--- config.mk ---
export PLATFORM = sky130hd
export DESIGN_NAME = sio_regs
export DESIGN_NICKNAME = d
export VERILOG_FILES = /design/src/rtl/sio_pkg.sv /design/src/rtl/sio_cfg_regs.sv /design/src/rtl/sio_flags.sv /design/src/rtl/sio_irq.sv /design/src/rtl/sio_regs.sv
export SDC_FILE = /design/constraint.sdc
export NUM_CORES = 1
export LEC_CHECK = 0
export BUFFER_PORTS_ARGS = -buffer_cell sky130_fd_sc_hd__buf_2
export CAP_MARGIN = 30
export CORE_UTILIZATION = 25
export CTS_CLUSTER_SIZE = 10
export DETAILED_ROUTE_END_ITERATION = 8
export PLACE_DENSITY_LB_ADDON = 0.3
export REMOVE_ABC_BUFFERS = 1
export SYNTH_ARGS = -nofsm -noshare
export SYNTH_HDL_FRONTEND = slang
export SYNTH_SLANG_ARGS = --single-unit
--- constraint.sdc ---
create_clock -name clk -period 4.6 [get_ports clk]
set_input_delay 0.69 -clock clk [delete_from_list [all_inputs] [get_ports clk]]
set_output_delay 0.69 -clock clk [all_outputs]
set_load 0.02 [all_outputs]
--- src/rtl/sio_pkg.sv ---
package sio_pkg;
  localparam int DW    = 8;
  localparam int ERR_W = 3;

  typedef enum logic [2:0] {
    OFS_MODE = 3'd0,
    OFS_BAUD = 3'd1,
    OFS_CTRL = 3'd2,
    OFS_TXD  = 3'd3,
    OFS_STAT = 3'd4,
    OFS_RXD  = 3'd5,
    OFS_SCM  = 3'd6,
    OFS_EXT  = 3'd7
  } ofs_e;

  // control byte bit positions
  localparam int C_TEIE = 2;
  localparam int C_RE   = 4;
  localparam int C_TE   = 5;
  localparam int C_RIE  = 6;
  localparam int C_TIE  = 7;

  // status byte bit positions
  localparam int S_MPBT = 0;
  localparam int S_MPB  = 1;
  localparam int S_TEND = 2;
  localparam int S_ERR0 = 3;
  localparam int S_RDRF = 6;
  localparam int S_TDRE = 7;
endpackage

--- src/rtl/sio_cfg_regs.sv ---
module sio_cfg_regs
  import sio_pkg::*;
#(
  parameter logic [DW-1:0] BAUD_RST = '1,
  parameter logic [DW-1:0] TXD_RST  = '1
) (
  input  logic          clk,
  input  logic          rst_n,
  input  logic          mode_we,
  input  logic          baud_we,
  input  logic          ctrl_we,
  input  logic          txd_we,
  input  logic          scm_we,
  input  logic          ext_we,
  input  logic [DW-1:0] wdata,
  output logic [DW-1:0] mode_q,
  output logic [DW-1:0] baud_q,
  output logic [DW-1:0] ctrl_q,
  output logic [DW-1:0] txd_q,
  output logic [DW-1:0] scm_q,
  output logic [DW-1:0] ext_q
);
  logic locked;
  assign locked = ctrl_q[C_TE] | ctrl_q[C_RE];

  always_ff @(posedge clk or negedge rst_n) begin
    if (!rst_n) begin
      mode_q <= '0;
      baud_q <= BAUD_RST;
      ctrl_q <= '0;
      txd_q  <= TXD_RST;
      scm_q  <= '0;
      ext_q  <= '0;
    end else begin
      if (mode_we && !locked) mode_q <= wdata;
      if (baud_we && !locked) baud_q <= wdata;
      if (ctrl_we)            ctrl_q <= wdata;
      if (txd_we)             txd_q  <= wdata;
      if (scm_we)             scm_q  <= wdata;
      if (ext_we)             ext_q  <= wdata;
    end
  end

  p_lock_mode_r2: assert property (@(posedge clk) disable iff (!rst_n)
    (mode_we && locked) |=> $stable(mode_q));
  p_lock_baud_r2: assert property (@(posedge clk) disable iff (!rst_n)
    (baud_we && locked) |=> $stable(baud_q));
endmodule

--- src/rtl/sio_flags.sv ---
module sio_flags
  import sio_pkg::*;
(
  input  logic             clk,
  input  logic             rst_n,
  input  logic             te_en,
  input  logic             re_en,
  input  logic             txd_we,
  input  logic             stat_we,
  input  logic             stat_re,
  input  logic             rxd_re,
  input  logic             te_set,
  input  logic             mpbt_wd,
  input  logic [ERR_W-1:0] err_wd,
  input  logic             tx_ready,
  input  logic             tx_done,
  input  logic             rx_valid,
  input  logic             rx_perr,
  input  logic             rx_break,
  input  logic [DW-1:0]    rx_data,
  output logic             tx_valid,
  output logic             rx_ready,
  output logic             tx_take,
  output logic [DW-1:0]    stat_q,
  output logic [DW-1:0]    rxd_q,
  output logic             rx_store,
  output logic             err_evt,
  output logic             err_clr_evt,
  output logic             tend_evt
);
  logic             tdre_q, tend_q, rdrf_q, mpbt_q;
  logic             tdre_d, tend_d, rdrf_d;
  logic [ERR_W-1:0] err_q, err_d, snap_q, err_hit;
  logic             rx_take, rx_ovr;

  assign tx_valid = te_en & ~tdre_q;
  assign tx_take  = tx_valid & tx_ready;
  assign rx_ready = re_en;
  assign rx_take  = rx_valid & rx_ready;
  assign rx_ovr   = rx_take & rdrf_q;
  assign rx_store = rx_take & ~rdrf_q;
  assign tend_evt = tx_done & tdre_q;

  // error bit order: 0 parity, 1 framing, 2 overrun
  assign err_hit  = {rx_ovr, rx_break, rx_store & rx_perr};
  assign err_evt  = |err_hit;

  always_comb begin
    tdre_d = tdre_q;
    tend_d = tend_q;
    if (tx_take) begin
      tdre_d = 1'b1;
      tend_d = 1'b0;
    end
    if (tend_evt) tend_d = 1'b1;
    if (txd_we)   tdre_d = 1'b0;
    if (te_set) begin
      tdre_d = 1'b1;
      tend_d = 1'b1;
    end

    rdrf_d = rdrf_q;
    if (rxd_re)   rdrf_d = 1'b0;
    if (rx_store) rdrf_d = 1'b1;

    err_d = err_q;
    if (stat_we) err_d = err_q & (err_wd | ~snap_q);
    err_d = err_d | err_hit;
  end

  assign err_clr_evt = stat_we && (snap_q != '0) && (err_d == '0);

  always_ff @(posedge clk or negedge rst_n) begin
    if (!rst_n) begin
      tdre_q <= 1'b1;
      tend_q <= 1'b1;
      rdrf_q <= 1'b0;
      mpbt_q <= 1'b0;
      err_q  <= '0;
      snap_q <= '0;
      rxd_q  <= '0;
    end else begin
      tdre_q <= tdre_d;
      tend_q <= tend_d;
      rdrf_q <= rdrf_d;
      err_q  <= err_d;
      if (stat_we)  mpbt_q <= mpbt_wd;
      if (stat_re)  snap_q <= err_q;
      if (rx_store) rxd_q  <= rx_data;
    end
  end

  always_comb begin
    stat_q = '0;
    stat_q[S_TDRE] = tdre_q;
    stat_q[S_RDRF] = rdrf_q;
    stat_q[S_ERR0 +: ERR_W] = err_q;
    stat_q[S_TEND] = tend_q;
    stat_q[S_MPB]  = 1'b0;
    stat_q[S_MPBT] = mpbt_q;
  end

  p_take_r4: assert property (@(posedge clk) disable iff (!rst_n)
    (tx_valid && tx_ready && !txd_we && !te_set) |=> (stat_q[S_TDRE] && !stat_q[S_TEND]));
  p_rdclr_r9: assert property (@(posedge clk) disable iff (!rst_n)
    (rxd_re && !(rx_valid && rx_ready)) |=> !stat_q[S_RDRF]);
  p_ovr_r7: assert property (@(posedge clk) disable iff (!rst_n)
    (rx_valid && rx_ready && stat_q[S_RDRF]) |=> (stat_q[S_ERR0+2] && $stable(rxd_q)));
  p_stat_keep_r10: assert property (@(posedge clk) disable iff (!rst_n)
    (stat_we && !tx_valid && !tx_done && !rx_valid && !te_set && !rxd_re && !txd_we)
      |=> ($stable(stat_q[S_TDRE]) && $stable(stat_q[S_RDRF]) && $stable(stat_q[S_TEND])));
endmodule

--- src/rtl/sio_irq.sv ---
module sio_irq (
  input  logic clk,
  input  logic rst_n,
  input  logic tie,
  input  logic teie,
  input  logic rie,
  input  logic ctrl_we,
  input  logic te_wd,
  input  logic tie_wd,
  input  logic teie_wd,
  input  logic rie_wd,
  input  logic tx_take,
  input  logic tend_evt,
  input  logic rx_store,
  input  logic err_evt,
  input  logic err_clr_evt,
  output logic irq_txi,
  output logic irq_rxi,
  output logic irq_tei,
  output logic irq_eri
);
  logic tei_d, eri_d;

  always_comb begin
    tei_d = irq_tei;
    if (tend_evt && teie)       tei_d = 1'b1;
    if (tx_take)                tei_d = 1'b0;
    if (ctrl_we && !teie_wd)    tei_d = 1'b0;

    eri_d = irq_eri;
    if (err_evt && rie)         eri_d = 1'b1;
    if (err_clr_evt)            eri_d = 1'b0;
    if (ctrl_we && !rie_wd)     eri_d = 1'b0;
  end

  always_ff @(posedge clk or negedge rst_n) begin
    if (!rst_n) begin
      irq_txi <= 1'b0;
      irq_rxi <= 1'b0;
      irq_tei <= 1'b0;
      irq_eri <= 1'b0;
    end else begin
      irq_txi <= (ctrl_we & te_wd & tie_wd) | (tx_take & tie);
      irq_rxi <= rx_store & rie;
      irq_tei <= tei_d;
      irq_eri <= eri_d;
    end
  end

  p_txi_on_te_r3: assert property (@(posedge clk) disable iff (!rst_n)
    (ctrl_we && te_wd && tie_wd) |=> irq_txi);
  p_rxi_single_r6: assert property (@(posedge clk) disable iff (!rst_n)
    irq_rxi |=> !irq_rxi);
  p_tei_drop_r5: assert property (@(posedge clk) disable iff (!rst_n)
    (ctrl_we && !teie_wd) |=> !irq_tei);
  p_eri_drop_r11: assert property (@(posedge clk) disable iff (!rst_n)
    (ctrl_we && !rie_wd) |=> !irq_eri);
endmodule

--- src/rtl/sio_regs.sv ---
module sio_regs
  import sio_pkg::*;
#(
  parameter int            ADDR_W   = 3,
  parameter logic [DW-1:0] BAUD_RST = '1,
  parameter logic [DW-1:0] TXD_RST  = '1
) (
  input  logic              clk,
  input  logic              rst_n,
  input  logic              bus_sel,
  input  logic              bus_wr,
  input  logic [ADDR_W-1:0] bus_addr,
  input  logic [DW-1:0]     bus_wdata,
  output logic [DW-1:0]     bus_rdata,
  output logic              tx_valid,
  input  logic              tx_ready,
  output logic [DW-1:0]     tx_data,
  input  logic              tx_done,
  input  logic              rx_valid,
  output logic              rx_ready,
  input  logic [DW-1:0]     rx_data,
  input  logic              rx_perr,
  input  logic              rx_break,
  output logic [DW-1:0]     cfg_mode,
  output logic [DW-1:0]     cfg_baud,
  output logic [DW-1:0]     cfg_ctrl,
  output logic [DW-1:0]     cfg_scm,
  output logic [DW-1:0]     cfg_ext,
  output logic              irq_rx_err,
  output logic              irq_rx_full,
  output logic              irq_tx_empty,
  output logic              irq_tx_end
);
  logic       in_map;
  ofs_e       ofs;
  logic       wr_en, rd_en;
  logic       mode_we, baud_we, ctrl_we, txd_we, stat_we, scm_we, ext_we;
  logic       stat_re, rxd_re;
  logic [DW-1:0] stat_q, rxd_q, txd_q;
  logic       tx_take, rx_store, err_evt, err_clr_evt, tend_evt;

  generate
    if (ADDR_W > 3) begin : g_hi
      assign in_map = ~|bus_addr[ADDR_W-1:3];
    end else begin : g_lo
      assign in_map = 1'b1;
    end
  endgenerate

  assign ofs   = ofs_e'(bus_addr[2:0]);
  assign wr_en = bus_sel & bus_wr & in_map;
  assign rd_en = bus_sel & ~bus_wr & in_map;

  assign mode_we = wr_en && (ofs == OFS_MODE);
  assign baud_we = wr_en && (ofs == OFS_BAUD);
  assign ctrl_we = wr_en && (ofs == OFS_CTRL);
  assign txd_we  = wr_en && (ofs == OFS_TXD);
  assign stat_we = wr_en && (ofs == OFS_STAT);
  assign scm_we  = wr_en && (ofs == OFS_SCM);
  assign ext_we  = wr_en && (ofs == OFS_EXT);
  assign stat_re = rd_en && (ofs == OFS_STAT);
  assign rxd_re  = rd_en && (ofs == OFS_RXD);

  sio_cfg_regs #(.BAUD_RST(BAUD_RST), .TXD_RST(TXD_RST)) u_cfg (
    .clk(clk), .rst_n(rst_n),
    .mode_we(mode_we), .baud_we(baud_we), .ctrl_we(ctrl_we),
    .txd_we(txd_we), .scm_we(scm_we), .ext_we(ext_we),
    .wdata(bus_wdata),
    .mode_q(cfg_mode), .baud_q(cfg_baud), .ctrl_q(cfg_ctrl),
    .txd_q(txd_q), .scm_q(cfg_scm), .ext_q(cfg_ext)
  );

  sio_flags u_flags (
    .clk(clk), .rst_n(rst_n),
    .te_en(cfg_ctrl[C_TE]), .re_en(cfg_ctrl[C_RE]),
    .txd_we(txd_we), .stat_we(stat_we), .stat_re(stat_re), .rxd_re(rxd_re),
    .te_set(ctrl_we & bus_wdata[C_TE]),
    .mpbt_wd(bus_wdata[S_MPBT]), .err_wd(bus_wdata[S_ERR0 +: ERR_W]),
    .tx_ready(tx_ready), .tx_done(tx_done),
    .rx_valid(rx_valid), .rx_perr(rx_perr), .rx_break(rx_break), .rx_data(rx_data),
    .tx_valid(tx_valid), .rx_ready(rx_ready), .tx_take(tx_take),
    .stat_q(stat_q), .rxd_q(rxd_q),
    .rx_store(rx_store), .err_evt(err_evt), .err_clr_evt(err_clr_evt),
    .tend_evt(tend_evt)
  );

  sio_irq u_irq (
    .clk(clk), .rst_n(rst_n),
    .tie(cfg_ctrl[C_TIE]), .teie(cfg_ctrl[C_TEIE]), .rie(cfg_ctrl[C_RIE]),
    .ctrl_we(ctrl_we),
    .te_wd(bus_wdata[C_TE]), .tie_wd(bus_wdata[C_TIE]),
    .teie_wd(bus_wdata[C_TEIE]), .rie_wd(bus_wdata[C_RIE]),
    .tx_take(tx_take), .tend_evt(tend_evt), .rx_store(rx_store),
    .err_evt(err_evt), .err_clr_evt(err_clr_evt),
    .irq_txi(irq_tx_empty), .irq_rxi(irq_rx_full),
    .irq_tei(irq_tx_end), .irq_eri(irq_rx_err)
  );

  assign tx_data = txd_q;

  always_comb begin
    if (!in_map) begin
      bus_rdata = '1;
    end else begin
      unique case (ofs)
        OFS_MODE: bus_rdata = cfg_mode;
        OFS_BAUD: bus_rdata = cfg_baud;
        OFS_CTRL: bus_rdata = cfg_ctrl;
        OFS_TXD:  bus_rdata = txd_q;
        OFS_STAT: bus_rdata = stat_q;
        OFS_RXD:  bus_rdata = rxd_q;
        OFS_SCM:  bus_rdata = cfg_scm;
        default:  bus_rdata = cfg_ext;
      endcase
    end
  end

  p_eri_err_r11: assert property (@(posedge clk) disable iff (!rst_n)
    irq_rx_err |-> (stat_q[S_ERR0 +: ERR_W] != '0));
  p_tei_tend_r5: assert property (@(posedge clk) disable iff (!rst_n)
    irq_tx_end |-> stat_q[S_TEND]);
  p_txv_gate_r4: assert property (@(posedge clk) disable iff (!rst_n)
    tx_valid |-> (cfg_ctrl[C_TE] && !stat_q[S_TDRE]));
endmodule

==> summary.md <==
| Metric | Value |
|---|---|
| Number of cells upsized or downsized after cts | 0 |
| Post CTS Setup Buffer Count | 0 |
| Maximum number of pins on one net before global-route repair | 38 |
| Placeable core area | 13200 µm² |
| Drt first pass iters | 4 |
| I/O Buffers | 89 |
| Area growth from synthesis to layout | 26.0% |
| Area leader, netlist | dfrtp_1 |
| Total number of nets in the final design | 385 |
| Post-synthesis average cell area | 12.5 µm² |
| Starting density of the core | 25.5% |
| Area fraction of the dominant cell type after synthesis | 38.5% |
| Final RePlAce weighted congestion | approximately 0.77 |
| Maximum level of the CTS H-tree | 3 |
| Sum of negative setup slack | 0 ns |
| Beginning of the worst register-to-register path | u_cfg.ctrl_q[4]$_DFFE_PN0N_ |
| Synthesized netlist cell count | 270 |
| Cell Pwr Density | 537 nW/µm² |
| Root Buffer | clkbuf_16 |
| Number of buffers inserted for hold repair after clock tree synthesis | 0 |
| Clock Latency Late Sink | 0.33 ns |
| DRC | 0 |
| Post-DP HPWL | 7250 µm |
| Clock sinks | 70 |
| Class of the most critical setup path | input pin to output port |
| TritonCTS clock tree | built |
| Final Hold Viols | 0 |
| Crit path DAT | 2.27 ns |
| Share of the clock period used by the worst path after layout | 64.4% |
| Worst r2r dst | u_flags.rxd_q[7]$_DFFE_PN0N_ |
| Startpoint type of the worst setup path | input pin |
| DIE HEIGHT | 118 µm |
| RSZ-0062 raised after global routing | false |
| Min-delay worst type | input pin to asynchronous set/reset pin |
| Run status | completed |
| Final global-route overflow total | 0 |
| Clock period minus worst slack | 2.96 ns |
| Achievable Freq | 338 MHz |
| Vias per Instance | 4.80 |
| Max Cap Viol | 0 |
| Asr flop ratio synth | 100% |
| Measured slew at the worst slew-check pin | between 0.8 and 0.9 ns |
| Reg clk slew, reported paths | 0.06 ns |
| Routed WL per cell | 19.2 µm |
| Peak supply drop | 0.000157 V |
| Critical path fanouts, max | 35 |
| Width of the die | ~120 µm |
| Final count of pins violating max slew | 0 |
| Final setup skew | 0.00564 ns |
| Worst R2R Setup Slack | 2.87 ns |
| CTS Buf Count | 9 |
| Fraction of final layout cells sized beyond drive strength 1 | 54.7% |
| Number of placement rows | 42 |
| First-pass GRT wire length | 16300 µm |
| Top post-synthesis cells by count | mux2_2 (60), dfrtp_1 (52), dfstp_2 (18) |
| DRT iter0 DRCs | between 100 and 150 |
| Most common cell in the synthesized netlist | mux2_2 |
| R2R cell count | 3 |
| Antenna diode count | 0 |
| Required @ worst endpoint | 3.91 ns |
| #FFs+latches synth | 70 |
| Endpoint type of the worst setup path | output port |
| Wirelength, routed | between 10000 and 15000 µm |
| Number of enable flip-flop cells after synthesis | 0 |
| Sequential cell area fraction in the yosys report | between 50% and 60% |
| Area enclosed by the die boundary | 14000 µm² |
| Cells taking the most area after synthesis | dfrtp_1 (38%), mux2_2 (20%), dfstp_2 (14%) |
| Synthesis warning total | 0 |
| Via count of the first global-routing pass | 2739 |
| Relative slew slack | 45.8% |
| Overall routing resource usage | 15.6% |
| Most used flip-flop cell after synthesis | dfrtp_1 |
| Setup Viol. Count Final | 0 |
| Via count | 2580 |
| P_leak | 1.89 nW |
| Distinct cell type count of the synthesized netlist | 49 |
| Combined area of all synthesized cells | between 3000 and 4000 µm² |
| Max Root-Sink Buffers | 2 |
| Sum of internal, switching and leakage power | 2.29 mW |
| Number of placed I/O pins | 90 |
| Post-DRT Antenna Nets | 0 |
| Number of antenna violations at the first check in global routing | 0 |
==> critical path, stage by stage <==
cell and delay (ns):
buf_2 0.61, mux2i_1 0.27, a2bb2oi_1 0.21, o221ai_1 0.15, o21a_1 0.15, buf_2 0.16
==> through the flow <==
step / util [%] / instances / setup slack [ns] / hold slack [ns] / area (µm²)
after CTS: 32.2 / 538 / 1.65 / 0.462 / 4260
after detailed placement: 30.0 / 522 / 1.65 / 0.496 / 3970
after floorplan: - / 256 / 2.25 / 0.394 / 3300
final: 32.2 / 538 / 1.64 / 0.450 / 4260
after global placement: 30.0 / 522 / 1.68 / 0.492 / 3970
after global routing: 32.2 / 538 / 1.49 / 0.498 / 4260
==> layout by cell type (no fill, tap or decap), types with 4 or more instances in the layout <==
cell	n
a21oi_1	6
buf_2	89
clkbuf_16	9
dfrtp_1	52
dfstp_2	18
inv_1	5
mux2_2	60
mux2i_1	7
nand2_1	17
nand2_2	4
nand2b_1	6
nor2_1	6
nor2b_1	6
o21ai_0	14
o221ai_1	4
==> worst max-delay path by stage <==
stage | startpoint | to | slack [ns] | cells after the start
CTS | bus_addr[1] | bus_rdata[2] | 1.65 | 6
global route | bus_addr[2] | bus_rdata[2] | 1.49 | 6
finish | bus_addr[2] | bus_rdata[6] | 1.64 | 6
detailed placement | bus_addr[2] | bus_rdata[2] | 1.65 | 6
floorplan | bus_addr[1] | bus_rdata[2] | 2.25 | 4
global placement | bus_addr[2] | bus_rdata[3] | 1.68 | 6
==> where the power goes <==
| part | leakage, nW | internal (mW) | total (mW) | switching (mW) |
|---|---|---|---|---|
| registers | 0.818 | 0.817 | 0.970 | 0.153 |
| logic | 0.941 | 0.275 | 0.634 | 0.358 |
| clock network | 0.132 | 0.421 | 0.684 | 0.263 |
==> cells by family after synthesis <==
group	after synthesis	share of synthesized area [%]
mux	68	22.7
buf+inv	19	3.11
simple gates	61	10.9
compound gates	52	10.8
flops	70	52.5
==> metal layers <==
layer	up-vias	share of wire (%)	track usage, %
met3	12	6.0	4.49
met4	0	1.0	4.09
met5	-	0	0
met2	82	47	25.0
met1	1312	46	20.6
li1	1174	-	-
==> registers in the layout, summed over array words and instances (netlist names) <==
register,count
u_cfg.mode_q,8
u_irq.irq_rxi,1
u_flags.rdrf_q,1
u_cfg.ctrl_q,8
u_irq.irq_tei,1
u_flags.snap_q,3
u_flags.mpbt_q,1
u_cfg.ext_q,8
u_irq.irq_eri,1
u_flags.tend_q,1
u_flags.tdre_q,1
u_irq.irq_txi,1
u_flags.err_q,3
u_cfg.baud_q,8
u_cfg.scm_q,8
u_cfg.txd_q,8
u_flags.rxd_q,8
==> layout make-up <==
cell class                 instances  area [µm²]
clock buffer                      11         233
clock inverter                     5        61.3
fill                            1395        8980
inverter                           5        18.8
multi-input combinational        181        1500
sequential                        70        1770
tap                              176         220
timing repair buffer              90         453
No activity file was read; power rests on OpenSTA's default activity.
